### src/rtl/audio_srg_pkg.sv
package audio_srg_pkg;
   localparam int SRG_DIV_W = 8;
   localparam int SRG_PER_W = 12;
   localparam int SRG_WID_W = 8;

   typedef enum logic {
      POL_NORMAL = 1'b0,
      POL_INVERT = 1'b1
   } srg_pol_e;

   typedef struct packed {
      logic bclk_q;
      logic fs_act;
      logic fstart_q;
   } srg_core_t;
endpackage

### src/rtl/audio_srg_bitclk.sv
module audio_srg_bitclk #(
   parameter int DIV_W = 8
) (
   input  logic             clk,
   input  logic             rst_n,
   input  logic             active,
   input  logic             restart,
   input  logic             run_q,
   input  logic [DIV_W-1:0] div_cur,
   output logic             bclk_q,
   output logic             bit_end
);
   localparam int HW = DIV_W + 1;

   logic [DIV_W-1:0] dcnt;
   logic [DIV_W-1:0] dcnt_n;
   logic [HW-1:0]    half;

   assign half    = HW'(({1'b0, div_cur} + HW'(2)) >> 1);
   assign bit_end = run_q && (dcnt == div_cur);
   assign dcnt_n  = (dcnt == div_cur) ? '0 : dcnt + DIV_W'(1);

   always_ff @(posedge clk) begin
      if (!rst_n) begin
         dcnt   <= '0;
         bclk_q <= 1'b0;
      end else if (restart) begin
         dcnt   <= '0;
         bclk_q <= 1'b1;
      end else if (!active) begin
         dcnt   <= '0;
         bclk_q <= 1'b0;
      end else begin
         dcnt   <= dcnt_n;
         bclk_q <= ({1'b0, dcnt_n} < half);
      end
   end
endmodule

### src/rtl/audio_srg_frame.sv
module audio_srg_frame #(
   parameter int PER_W = 12,
   parameter int WID_W = 8
) (
   input  logic             clk,
   input  logic             rst_n,
   input  logic             active,
   input  logic             restart,
   input  logic             bit_end,
   input  logic [PER_W-1:0] per_cur,
   input  logic [WID_W-1:0] wid_cur,
   output logic             fs_act,
   output logic             fstart_q,
   output logic             frame_end
);
   localparam int CW = (PER_W > WID_W) ? PER_W : WID_W;

   logic [PER_W-1:0] fcnt;
   logic [PER_W-1:0] fcnt_n;

   assign frame_end = bit_end && (fcnt == per_cur);
   assign fcnt_n    = (fcnt == per_cur) ? '0 : fcnt + PER_W'(1);

   always_ff @(posedge clk) begin
      if (!rst_n) begin
         fcnt     <= '0;
         fs_act   <= 1'b0;
         fstart_q <= 1'b0;
      end else if (restart) begin
         fcnt     <= '0;
         fs_act   <= 1'b1;
         fstart_q <= 1'b1;
      end else if (!active) begin
         fcnt     <= '0;
         fs_act   <= 1'b0;
         fstart_q <= 1'b0;
      end else if (bit_end) begin
         fcnt     <= fcnt_n;
         fs_act   <= (CW'(fcnt_n) <= CW'(wid_cur));
         fstart_q <= frame_end;
      end else begin
         fstart_q <= 1'b0;
      end
   end
endmodule

### src/rtl/audio_srg_pins.sv
module audio_srg_pins (
   input  logic clk,
   input  logic slave,
   input  logic run_q,
   input  logic div_zero,
   input  logic bclk_q,
   input  logic fs_act,
   input  logic fstart_q,
   input  logic ext_bclk,
   input  logic ext_fs,
   input  logic bclk_inv,
   input  logic fs_inv,
   output logic bclk,
   output logic fsync,
   output logic frame_start
);
   logic bclk_m;
   logic fs_m;

   always_comb begin
      if (slave) begin
         bclk_m = ext_bclk;
         fs_m   = ext_fs;
      end else begin
         bclk_m = (run_q && div_zero) ? clk : bclk_q;
         fs_m   = ~fs_act;
      end
   end

   assign bclk        = bclk_m ^ bclk_inv;
   assign fsync       = fs_m ^ fs_inv;
   assign frame_start = fstart_q & ~slave;
endmodule

### src/rtl/audio_srg.sv
module audio_srg
   import audio_srg_pkg::*;
#(
   parameter int DIV_W = SRG_DIV_W,
   parameter int PER_W = SRG_PER_W,
   parameter int WID_W = SRG_WID_W
) (
   input  logic             clk,
   input  logic             rst_n,
   input  logic             en,
   input  logic             slave,
   input  logic [DIV_W-1:0] div_in,
   input  logic [PER_W-1:0] per_in,
   input  logic [WID_W-1:0] wid_in,
   input  logic             bclk_inv,
   input  logic             fs_inv,
   input  logic             ext_bclk,
   input  logic             ext_fs,
   output logic             bclk,
   output logic             fsync,
   output logic             frame_start
);
   generate
      if (DIV_W < 1 || DIV_W > 16) begin : g_bad_div
         $error("audio_srg: DIV_W out of range");
      end
      if (PER_W < 1 || PER_W > 16) begin : g_bad_per
         $error("audio_srg: PER_W out of range");
      end
      if (WID_W < 1 || WID_W > PER_W) begin : g_bad_wid
         $error("audio_srg: WID_W must be 1..PER_W");
      end
   endgenerate

   logic             active;
   logic             run_q;
   logic             restart;
   logic             bit_end;
   logic             frame_end;
   logic [DIV_W-1:0] div_q;
   logic [PER_W-1:0] per_q;
   logic [WID_W-1:0] wid_q;
   srg_core_t        core;

   assign active  = en & ~slave;
   assign restart = active & ~run_q;

   always_ff @(posedge clk) begin
      if (!rst_n) begin
         run_q <= 1'b0;
         div_q <= '0;
         per_q <= '0;
         wid_q <= '0;
      end else begin
         run_q <= active;
         if (restart || frame_end) begin
            div_q <= div_in;
            per_q <= per_in;
            wid_q <= wid_in;
         end
      end
   end

   audio_srg_bitclk #(.DIV_W(DIV_W)) u_bitclk (
      .clk     (clk),
      .rst_n   (rst_n),
      .active  (active),
      .restart (restart),
      .run_q   (run_q),
      .div_cur (div_q),
      .bclk_q  (core.bclk_q),
      .bit_end (bit_end)
   );

   audio_srg_frame #(.PER_W(PER_W), .WID_W(WID_W)) u_frame (
      .clk       (clk),
      .rst_n     (rst_n),
      .active    (active),
      .restart   (restart),
      .bit_end   (bit_end),
      .per_cur   (per_q),
      .wid_cur   (wid_q),
      .fs_act    (core.fs_act),
      .fstart_q  (core.fstart_q),
      .frame_end (frame_end)
   );

   audio_srg_pins u_pins (
      .clk         (clk),
      .slave       (slave),
      .run_q       (run_q),
      .div_zero    (div_q == '0),
      .bclk_q      (core.bclk_q),
      .fs_act      (core.fs_act),
      .fstart_q    (core.fstart_q),
      .ext_bclk    (ext_bclk),
      .ext_fs      (ext_fs),
      .bclk_inv    (bclk_inv),
      .fs_inv      (fs_inv),
      .bclk        (bclk),
      .fsync       (fsync),
      .frame_start (frame_start)
   );
endmodule

### config.mk
export PLATFORM = sky130hd
export DESIGN_NAME = audio_srg
export DESIGN_NICKNAME = d
export VERILOG_FILES = /design/src/rtl/audio_srg_pkg.sv /design/src/rtl/audio_srg_bitclk.sv /design/src/rtl/audio_srg_frame.sv /design/src/rtl/audio_srg_pins.sv /design/src/rtl/audio_srg.sv
export SDC_FILE = /design/constraint.sdc
export NUM_CORES = 1
export LEC_CHECK = 0
export BUFFER_PORTS_ARGS = -buffer_cell sky130_fd_sc_hd__clkbuf_2
export CELL_PAD_IN_SITES_DETAIL_PLACEMENT = 1
export CELL_PAD_IN_SITES_GLOBAL_PLACEMENT = 2
export CORE_MARGIN = 2
export CORE_UTILIZATION = 35
export DETAILED_ROUTE_END_ITERATION = 7
export GPL_TIMING_DRIVEN = 0
export PLACE_DENSITY_LB_ADDON = 0.08
export SLEW_MARGIN = 20
export SYNTH_ARGS = -nofsm -noshare
export SYNTH_HDL_FRONTEND = slang
export SYNTH_SLANG_ARGS = --single-unit
### constraint.sdc
create_clock -name clk -period 3.6 [get_ports clk]
set_input_delay 0.36 -clock clk [delete_from_list [all_inputs] [get_ports clk]]
set_output_delay 0.36 -clock clk [all_outputs]
set_load 0.05 [all_outputs]
Word-level counts from Yosys, hierarchy flattened
Index checks and enable logic that the tools add are counted.

Register bits after elaboration: 52. Input port bits: 36. Output and inout port bits: 3. Word-level logic and storage cells: 46.

Add/sub/neg operators: 3. $lt $le $gt $ge: 2. Equality and inequality tests: 3. Multiplexer cells: 13. Bitwise logic cells: 10. Reductions and logical operators: 6.

Operator list (number): 12-bit by 1-bit adder with 12-bit output, second input constant (1); 12-bit == test (1); 12-bit by 8-bit <= comparator with 1-bit output (1); 12-bit 2-to-1 mux (1); 1-bit 2-to-1 mux (11); 8-bit by 2-bit adder with 9-bit output, second input constant (1); 8-bit by 1-bit adder with 8-bit output, second input constant (1); 8-bit == test (1); 8-bit zero test (1); 8-bit < comparator (1); 8-bit 2-to-1 mux (1); 1-bit NOT (5); 1-bit AND (3); 1-bit logical AND (3); 3-bit by 1-bit inequality test with 1-bit output, second input constant (1); 3-bit OR reduction (1); 1-bit bitwise XOR (2); 1-bit logical OR (1).

Longest topological paths before layout
Gate-level depths: netlist of the first run.

Word-level depth: 6. Depth in mapped cells: 13. Depth with buffers taken out: 11.

Cells and area by module
From an unflattened synthesis of the first run, not the netlist that was laid out.

Cells, all modules: 394. Area, all modules: 3280.6 um^2.

By module, submodules not included: audio_srg_frame (times used 1, cells an instance 171, area each 1305.0 um^2, sequential area each 280.3 um^2); audio_srg (times used 1, cells an instance 128, area each 1188.6 um^2, sequential area each 580.6 um^2); audio_srg_bitclk (times used 1, cells an instance 86, area each 720.7 um^2, sequential area each 180.2 um^2); audio_srg_pins (times used 1, cells an instance 9, area each 66.3 um^2, sequential area each 0.0 um^2).

==> reports/qor.csv, run 1 <==
metric;value;unit
run status;finished, final reports clean;
post-synthesis sequential element count;52;
# IOs;39;
endpoint type of the worst setup path;primary output;
kind of cell adding the most delay to the critical path;buffers and inverters;
final routed DRC violation total;0;
CORE AREA;0.00906;mm²
clk slew on worst S/H paths;0.11;ns
DR pass1 iterations;4;
Starting Density;35.5;%
post-detailed-route via-to-cell ratio;5.14;
CTS tree;built;
Critical Path RT;3.24;ns
share of layout cells above drive strength 1;16.2;%
antenna fix cells;0;
slack of the critical path;0.372;ns
# rows;35;
warnings from Yosys;0;
total negative setup slack;0;ns
met2 layer usage reported by global route;32.3;%
highest-delay cell along the critical path;clkbuf_2;
number of nets with antenna violations after routing;0;
Synth area leader;dfxtp_1;
summed instance area of the synthesized netlist;0.00322;mm²
wire length per cell;16.2;µm
crit start category;clock port;
unique cell type count in the Yosys netlist;48;
Total Die Area;0.00999;mm²
number of DRC markers in iteration 0;45;
number of enable-type register cells in the synthesized netlist;0;
vias in the first global route;2977;
unrepaired setup endpoints after global routing;no;
total routing resource utilization after global routing;19.4;%
PostCTS Resize Cnt;0;
total wirelength of the detailed-routed design;8.87;mm
chain of cells forming the critical path;clkbuf_8 -> clkbuf_8 -> mux2_2 -> mux2i_1 -> xnor2_1 -> clkbuf_2;
Slew headroom;56.4;%
crit path kind;clock port to primary output;
number of instances in the synthesized netlist;388;
synthesized area per cell;8.30;µm²
antenna violations before repair;0;
most used cells in the layout excluding fill and tap cells;nand2_1 (77), dfxtp_1 (52), clkbuf_2 (38);
pin count of the biggest net entering global routing;18;
area growth from synthesis to layout;14.3;%
hold buffer count at CTS;0;
nets in the synthesized netlist;442;
worst-case clock skew;0.0142;ns
busiest layer in global routing;met2;
met1 Use GR;25.3;%
class of the worst hold path;input pin to register;
source-to-sink clock delay at the later pin of the worst-skew pair;0.42;ns
global-route wire length before repair;15.0;mm
number of setup violations in the final report;0;
most common cell after layout, fill and taps aside;nand2_1;
fraction of post-synthesis cell area in the top cell type by area;32.3;%
Die W;99.9;µm
number of buffers and inverters on the critical path;3;
number of nets at the end of the flow;490;
Max-cap violations;0;
detailed placement HPWL;6.95;mm
filler cell count in the final layout;1124;
die height;99.9;µm
signal arrival time at the worst endpoint;2.87;ns
count of final hold-check violations;0;
power density over cell area;363;mW/mm²
pre-CTS setup slack;0.527;ns
proportion of register bits with asynchronous set or reset after synthesis;0;%
reported leakage power;0.00164;µW
predominant post-synthesis flop cell;dfxtp_1;
gr ovfl total;0;
Slew Viols, Final;0;
cell repeated most along the worst path;clkbuf_8;
met3 Track Usage GR;3.13;%
critical path's largest stage delay;0.29;ns
final weighted congestion of routability-driven global placement;0.770;
transition at the pin with the smallest max-transition slack;0.652;ns
number of I/O port buffers;38;
Max FO, Critical Path;2;
count of buffers added by post-CTS timing repair for setup;0;
cell types with the largest area share after synthesis;dfxtp_1 (32%), mux2i_1 (9.3%), nand2_1 (9.0%);
detailed-route via count;2819;
sequential cell area fraction in the yosys report;32.3;%
maximum vdd ir drop;143;µV
[registers in the layout, summed over array words and instances (netlist names)]
register          cells
u_frame.fs_act        1
u_bitclk.dcnt         8
u_bitclk.bclk_q       1
per_q                12
div_q                 8
run_q                 1
u_frame.fcnt         12
wid_q                 8
u_frame.fstart_q      1
[cells by family after synthesis]
logic type | count (synthesis) | synth area share [%]
DFF | 52 | 32.3
and+or+nand+nor | 170 | 24.9
AOI/OAI and AO/OA | 39 | 8.16
adders and majority gates | 18 | 6.99
buffers and inverters | 38 | 7.11
muxes | 31 | 9.67
xor gates and xnor gates | 40 | 10.9
[cell type report]
class	instances	area [µm²]	share of cell area, %
clock inverters	3	22.5	0.611
multi-input cells	298	1950	53.0
repair buffers	37	185	5.03
flip-flops and latches	52	1040	28.3
inverters	12	45.0	1.22
plain buffers	26	184	4.99
well taps	111	139	3.77
clock buffers	9	115	3.12
[path summary, 6_finish.rpt]
| path | depth (start not counted) | endpoint | slack (ns) | from |
|---|---|---|---|---|
| min reg2reg | 2 | wid_q[2] | 0.48 | wid_q[2] |
| max | 6 | bclk | 0.37 | clk |
| max reg2reg | 11 | u_frame.fs_act | 0.54 | u_frame.fcnt[0] |
| min | 3 | per_q[4] | 0.14 | per_in[4] |
[synthesized netlist by cell type, types with 2 or more instances]
cell,n
and2_1,3
o2bb2ai_1,4
buf_2,7
clkbuf_1,11
o211ai_1,2
buf_6,6
nor3_1,10
mux2i_1,30
a31oi_1,2
ha_1,18
nor4_2,3
nand3_1,14
inv_1,12
nand4_1,8
nor2_1,30
and3_1,5
a32o_1,2
xor2_1,23
xnor2_1,17
nor3b_1,2
dfxtp_1,52
buf_12,2
nor2b_1,2
nand2_1,77
nor4_1,2
o21ai_0,6
or3_1,4
a21oi_1,14
[stage by stage]
stage               std cells  total power (µW)  instance area, µm²  hold WS [ns]  util, %
global placement          537               898                3550         0.450     39.2
global route              548              1410                3680         0.130     40.6
CTS                       548              1360                3680         0.132     40.6
finish                    548              1340                3680         0.144     40.6
floorplan                 388               815                3220         0.438        -
detailed placement        537               905                3550         0.467     39.2
[tightest hold or removal path, delay by kind of cell]
kind	cells	cell delay, ns
buf+inv	1	0.08
mux	1	0.05
simple gates	1	0.04
[layer usage]
metal	up-vias	wire length [µm]
li1	1421	-
met4	0	153
met5	-	0
met2	42	4080
met1	1343	4410
met3	13	224
[power breakdown]
part / internal [µW] / switching (µW) / total [µW]
registers: 597 / 21.4 / 618
clock network: 216 / 246 / 461
logic: 102 / 154 / 256
Note: power is estimated with default switching activity, not from simulation.
==> run 2, diff against run 1 <==
--- a/config.mk
+++ b/config.mk
@@ -13,6 +13,7 @@
 export DETAILED_ROUTE_END_ITERATION = 7
 export GPL_TIMING_DRIVEN = 0
 export PLACE_DENSITY_LB_ADDON = 0.08
+export REMOVE_ABC_BUFFERS = 1
 export SLEW_MARGIN = 20
 export SYNTH_ARGS = -nofsm -noshare
 export SYNTH_HDL_FRONTEND = slang
==> run 2 against run 1 <==
Clock skew decreased by 0.011 ns. Sequential share of layout area grew 1.1 points. Critical endpoint is now u_frame.fs_act. Register-to-register slack worse by 0.23 ns. Count of clock-buffer cells in the layout is 3 higher. Cell count is 4.6% lower. Sequential cell count stayed put. Routed wire length is 14% lower.
==> reports/qor.csv, run 2 (synthesis results as in run 1) <==
metric;value;unit;change
CTS tree;built;;
most common cell after layout, fill and taps aside;nand2_1;;
maximum vdd ir drop;143;µV;about the same
final weighted congestion of routability-driven global placement;0.802;;+4.1%
kind of cell adding the most delay to the critical path;simple AND/OR/NAND/NOR gates;;
unrepaired setup endpoints after global routing;no;;
worst-case clock skew;0.00344;ns;-0.0108 ns
signal arrival time at the worst endpoint;3.63;ns;+0.76 ns
number of nets at the end of the flow;465;;-5.1%
number of buffers and inverters on the critical path;0;;-3
Die W;99.9;µm;unchanged
detailed-route via count;2667;;-5.4%
share of power burned in the clock network;34.7;%;+0.2 points
Regs by FF count;per_q: 12 flops, u_frame.fcnt: 12 flops;;
reported leakage power;0.00155;µW;-5.6%
Slew Viols, Final;0;;unchanged
wire length per cell;14.6;µm;-9.8%
Slew headroom;36.1;%;-20 points
run status;finished, final reports clean;;
detailed placement HPWL;5.65;mm;-19%
vias in the first global route;2643;;-11%
area growth from synthesis to layout;9.98;%;
hold buffer count at CTS;0;;unchanged
endpoint type of the worst setup path;register;;
DR pass1 iterations;4;;unchanged
# IOs;39;;unchanged
# rows;35;;unchanged
chain of cells forming the critical path;xor2_1 -> nor4_2 -> and3_1 -> nor2_1 -> ha_1 -> and3_1 -> a221o_1 -> a221oi_1 -> nor4b_1 -> nor3_1;;
highest-delay cell along the critical path;and3_1;;
crit start category;register;;
Multi-input gate area;0.00197;mm²;+0.90%
count of final hold-check violations;0;;unchanged
crit path kind;register to register;;
source-to-sink clock delay at the later pin of the worst-skew pair;0.41;ns;about the same
total routing resource utilization after global routing;16.3;%;-3.0 points
Max-cap violations;0;;unchanged
CORE AREA;0.00906;mm²;unchanged
storage element area;0.00104;mm²;unchanged
cell repeated most along the worst path;and3_1;;
switching portion of total power;29.4;%;-2.1 points
total design power;1300;µW;-2.8%
final critical delay including setup and external delays;3.29;ns;
critical path's largest stage delay;0.62;ns;+0.33 ns
share of power burned in combinational logic;17.7;%;-1.5 points
final core occ;39.1;%;-1.5 points
antenna fix cells;0;;unchanged
clk slew on worst S/H paths;0.09;ns;-0.02 ns
count of buffers added by post-CTS timing repair for setup;0;;unchanged
final cycle utilization of the critical path;91.4;%;
number of DRC markers in iteration 0;66;;+47%
transition at the pin with the smallest max-transition slack;0.958;ns;+0.306 ns
antenna violations before repair;0;;unchanged
global-route wire length before repair;13.0;mm;-14%
share of layout cells above drive strength 1;13.8;%;-2.4 points
power density over cell area;366;mW/mm²;+0.99%
most used cells in the layout excluding fill and tap cells;nand2_1 (77), dfxtp_1 (52), clkbuf_2 (37);;
Total Die Area;0.00999;mm²;unchanged
number of setup violations in the final report;0;;unchanged
Max FO, Critical Path;15;;+13
Starting Density;35.5;%;unchanged
total wirelength of the detailed-routed design;7.64;mm;-14%
Max Clk Rate;304;MHz;
pin count of the biggest net entering global routing;58;;+40
gr ovfl total;0;;unchanged
number of nets with antenna violations after routing;0;;unchanged
Critical Path RT;3.94;ns;+0.70 ns
die height;99.9;µm;unchanged
filler cell count in the final layout;1110;;-1.2%
post-detailed-route via-to-cell ratio;5.10;;-0.87%
PostCTS Resize Cnt;0;;unchanged
class of the worst hold path;input pin to register;;
power spent charging and discharging nets;382;µW;-9.4%
final routed DRC violation total;0;;unchanged
Flop pwr share;47.6;%;+1.3 points
number of I/O port buffers;38;;unchanged
internal cell power;916;µW;+0.16%
## run 2: worst register-to-register path, delay by kind of cell (launching register included)
family          cells  cell delay [ns]
compound gates      2             0.65
xor+xnor            1             0.13
fa+ha+maj           1             0.32
flops               1             0.53
simple gates        6             1.60
## run 2: area by class of cell
class	instances	area share, %
Clock buffer	12	3.85
Sequential cell	52	29.4
Multi-Input combinational cell	298	55.6
Inverter	12	1.27
Timing Repair Buffer	38	6.00
Tap cell	111	3.92
## run 2: final timing paths
check	from	end	slack, ns	cells past startpoint
worst min register to register	wid_q[3]	wid_q[3]	0.46	2
worst max-delay path	u_frame.fcnt[5]	u_frame.fs_act	0.31	10
worst max register to register	u_frame.fcnt[5]	u_frame.fs_act	0.31	10
worst min-delay path	div_in[2]	div_q[2]	0.16	3
## run 2: per-layer routing
layer,vias up,track usage [%],routed length [µm]
met5,-,0,0
met4,0,4.00,53
met3,6,4.11,253
met2,34,24.9,3280
met1,1260,23.2,4050
li1,1367,-,-
## run 2: stage by stage
stage / setup WS, ns / area, µm² / setup TNS (ns) / hold WS [ns] / instances
floorplan: -0.0503 / 3040 / -1.41 / 0.438 / 362
global placement: -1.36 / 3370 / -37.58 / 0.447 / 511
detailed placement: 0.261 / 3410 / 0 / 0.457 / 512
CTS: 0.231 / 3540 / 0 / 0.153 / 523
global route: 0.0118 / 3540 / 0 / 0.155 / 523
finish: 0.311 / 3540 / 0 / 0.161 / 523
## run 2: power groups by stage
stage                     clock (µW)  sequential (µW)  combinational (µW)
after floorplan                 12.6              625                 150
after global placement          14.4              632                 227
after detailed placement        14.4              632                 235
after CTS                        468              619                 235
after global routing             494              622                 258
final                            450              618                 229
==> run 3, diff against run 2 <==
--- a/config.mk
+++ b/config.mk
@@ -6,9 +6,8 @@
 export NUM_CORES = 1
 export LEC_CHECK = 0
 export BUFFER_PORTS_ARGS = -buffer_cell sky130_fd_sc_hd__clkbuf_2
-export CELL_PAD_IN_SITES_DETAIL_PLACEMENT = 1
+export CELL_PAD_IN_SITES_DETAIL_PLACEMENT = 2
 export CELL_PAD_IN_SITES_GLOBAL_PLACEMENT = 2
-export CORE_MARGIN = 2
 export CORE_UTILIZATION = 35
 export DETAILED_ROUTE_END_ITERATION = 7
 export GPL_TIMING_DRIVEN = 0
==> run 3 against run 2 <==
Clock power rose by 4.9%. Maximum frequency increased by 1.7%. Cell count fell by 0.76%. The run now ends with DRC left. Highest routed layer unchanged. Combinational power up 2%. Largest power group unchanged.
==> reports/qor.csv, run 3 (synthesis results as in run 1) <==
metric;value;unit;change
number of nets with antenna violations after routing;0;;unchanged
vias in the first global route;2859;;+8.2%
wire length per cell;15.8;µm;+8.0%
CORE AREA;0.00881;mm²;-2.9%
Slew Viols, Final;0;;unchanged
Flop pwr share;46.8;%;-0.8 points
number of nets at the end of the flow;465;;unchanged
Max FO, Critical Path;15;;unchanged
critical path's largest stage delay;0.51;ns;-0.11 ns
Starting Density;36.6;%;+1.0 points
Max Clk Rate;309;MHz;+1.7%
unrepaired setup endpoints after global routing;no;;
Total Die Area;0.00959;mm²;-4.0%
highest-delay cell along the critical path;dfxtp_1;;
Placement Cell Area;0.00341;mm²;-0.11%
global-route wire length before repair;13.7;mm;+5.7%
gr ovfl total;0;;unchanged
hold buffer count at CTS;0;;unchanged
class of the worst hold path;input pin to register;;
area growth from synthesis to layout;10.3;%;
run status;complete, but fails checks;;
Post-Layout Inst Area;0.00355;mm²;+0.25%
share of power burned in combinational logic;17.6;%;about the same
Max-cap violations;0;;unchanged
detailed-route via count;2707;;+1.5%
most used cells in the layout excluding fill and tap cells;nand2_1 (77), dfxtp_1 (52), clkbuf_2 (37);;
share of layout cells above drive strength 1;14.6;%;+0.76 points
chain of cells forming the critical path;xor2_1 -> nor4_2 -> and3_2 -> nor2_1 -> ha_1 -> and3_1 -> a221o_1 -> a221oi_1 -> nor4b_1 -> nor3_1;;
# IOs;39;;unchanged
filler cell count in the final layout;1027;;-7.5%
final cycle utilization of the critical path;89.8;%;-1.6 points
antenna fix cells;0;;unchanged
Critical Path RT;3.94;ns;about the same
number of DRC markers in iteration 0;60;;-9.1%
transition at the pin with the smallest max-transition slack;1.08;ns;+0.124 ns
number of setup violations in the final report;0;;unchanged
total routing resource utilization after global routing;18.0;%;+1.7 points
Regs by FF count;per_q: 12 flops, u_frame.fcnt: 12 flops;;
antenna violations before repair;0;;unchanged
final routed DRC violation total;3;;+3
signal arrival time at the worst endpoint;3.57;ns;-0.06 ns
worst-case clock skew;0.0125;ns;+0.00907 ns
final critical delay including setup and external delays;3.23;ns;-0.0564 ns
# rows;34;;-2.9%
internal cell power;931;µW;+1.7%
total wirelength of the detailed-routed design;8.19;mm;+7.2%
power spent charging and discharging nets;392;µW;+2.6%
detailed placement HPWL;6.22;mm;+10%
clk slew on worst S/H paths;0.10;ns;about the same
Final Hold Slack;0.152;ns;-0.00862 ns
post-detailed-route via-to-cell ratio;5.22;;+2.3%
Die W;97.9;µm;-2.0%
crit path kind;register to register;;
number of buffers and inverters on the critical path;0;;unchanged
final weighted congestion of routability-driven global placement;0.765;;-4.7%
most common cell after layout, fill and taps aside;nand2_1;;
Slew headroom;27.9;%;-8.3 points
DR pass1 iterations;6;;+2
reported leakage power;0.00155;µW;+0.37%
violations in the final reports;DRC;;
number of I/O port buffers;38;;unchanged
maximum vdd ir drop;139;µV;-2.8%
power density over cell area;372;mW/mm²;+1.7%
source-to-sink clock delay at the later pin of the worst-skew pair;0.42;ns;about the same
die height;97.9;µm;-2.0%
crit start category;register;;
CTS tree;built;;
share of power burned in the clock network;35.7;%;+1.0 points
count of final hold-check violations;0;;unchanged
kind of cell adding the most delay to the critical path;simple AND/OR/NAND/NOR gates;;
pin count of the biggest net entering global routing;58;;unchanged
switching portion of total power;29.6;%;+0.18 points
endpoint type of the worst setup path;register;;
## run 3: area by class of cell
cell class / count / area [µm²] / share of cell area (%)
multi-input combinational: 298 / 1980 / 55.6
sequential: 52 / 1040 / 29.3
timing repair buffer: 38 / 213 / 5.99
clock buffer: 11 / 143 / 4.02
tap: 108 / 135 / 3.80
inverter: 12 / 45.0 / 1.27
## run 3: stage by stage
| stage | utilization, % | std cells | setup slack (ns) | total power [µW] | TNS [ns] |
|---|---|---|---|---|---|
| after floorplan | - | 362 | -0.0503 | 787 | -1.41 |
| after global placement | 38.2 | 508 | -1.32 | 873 | -36.29 |
| after detailed placement | 38.7 | 509 | 0.163 | 883 | 0 |
| after CTS | 40.3 | 519 | 0.133 | 1350 | 0 |
| after global routing | 40.3 | 519 | 0.0514 | 1390 | 0 |
| final | 40.3 | 519 | 0.367 | 1320 | 0 |
## run 3: timing repair
| action | CTS | global route |
|---|---|---|
| buffers inserted | 0 | 0 |
| endpoints found under the setup margin | 0 | 1 |
| resized for setup | 0 | 2 |
## run 3: metal layers
metal / vias up / part of all wire (%) / GRT usage (%) / wire [µm]
met5: - / 0 / 0 / 0
met4: 0 / 0.77 / 4.20 / 63
met3: 8 / 3.2 / 4.65 / 261
met2: 43 / 46 / 29.4 / 3760
met1: 1293 / 50 / 23.8 / 4110
li1: 1363 / - / - / -
## run 3: power groups by stage
| stage | Clock, µW | Sequential [µW] | Combinational (µW) |
|---|---|---|---|
| final | 472 | 619 | 233 |
| after floorplan | 12.6 | 625 | 150 |
| after CTS | 491 | 619 | 237 |
| after global placement | 14.4 | 632 | 227 |
| after detailed placement | 14.4 | 633 | 236 |
| after global routing | 510 | 622 | 262 |
## run 3: worst reg2reg max path, cell delays in order, from the launching register on
cell and delay (ns):
dfxtp_1 0.51, xor2_1 0.13, nor4_2 0.43, and3_2 0.46
nor2_1 0.10, ha_1 0.31, and3_1 0.20, a221o_1 0.35
a221oi_1 0.34, nor4b_1 0.14, nor3_1 0.19
## run 3: path summary, 6_finish.rpt
| path | startpoint | end | slack [ns] | cells after the start |
|---|---|---|---|---|
| max | u_frame.fcnt[5] | u_frame.fs_act | 0.37 | 10 |
| min | wid_in[2] | wid_q[2] | 0.15 | 3 |
| min reg2reg | wid_q[5] | wid_q[5] | 0.47 | 2 |
| max reg2reg | u_frame.fcnt[5] | u_frame.fs_act | 0.37 | 10 |
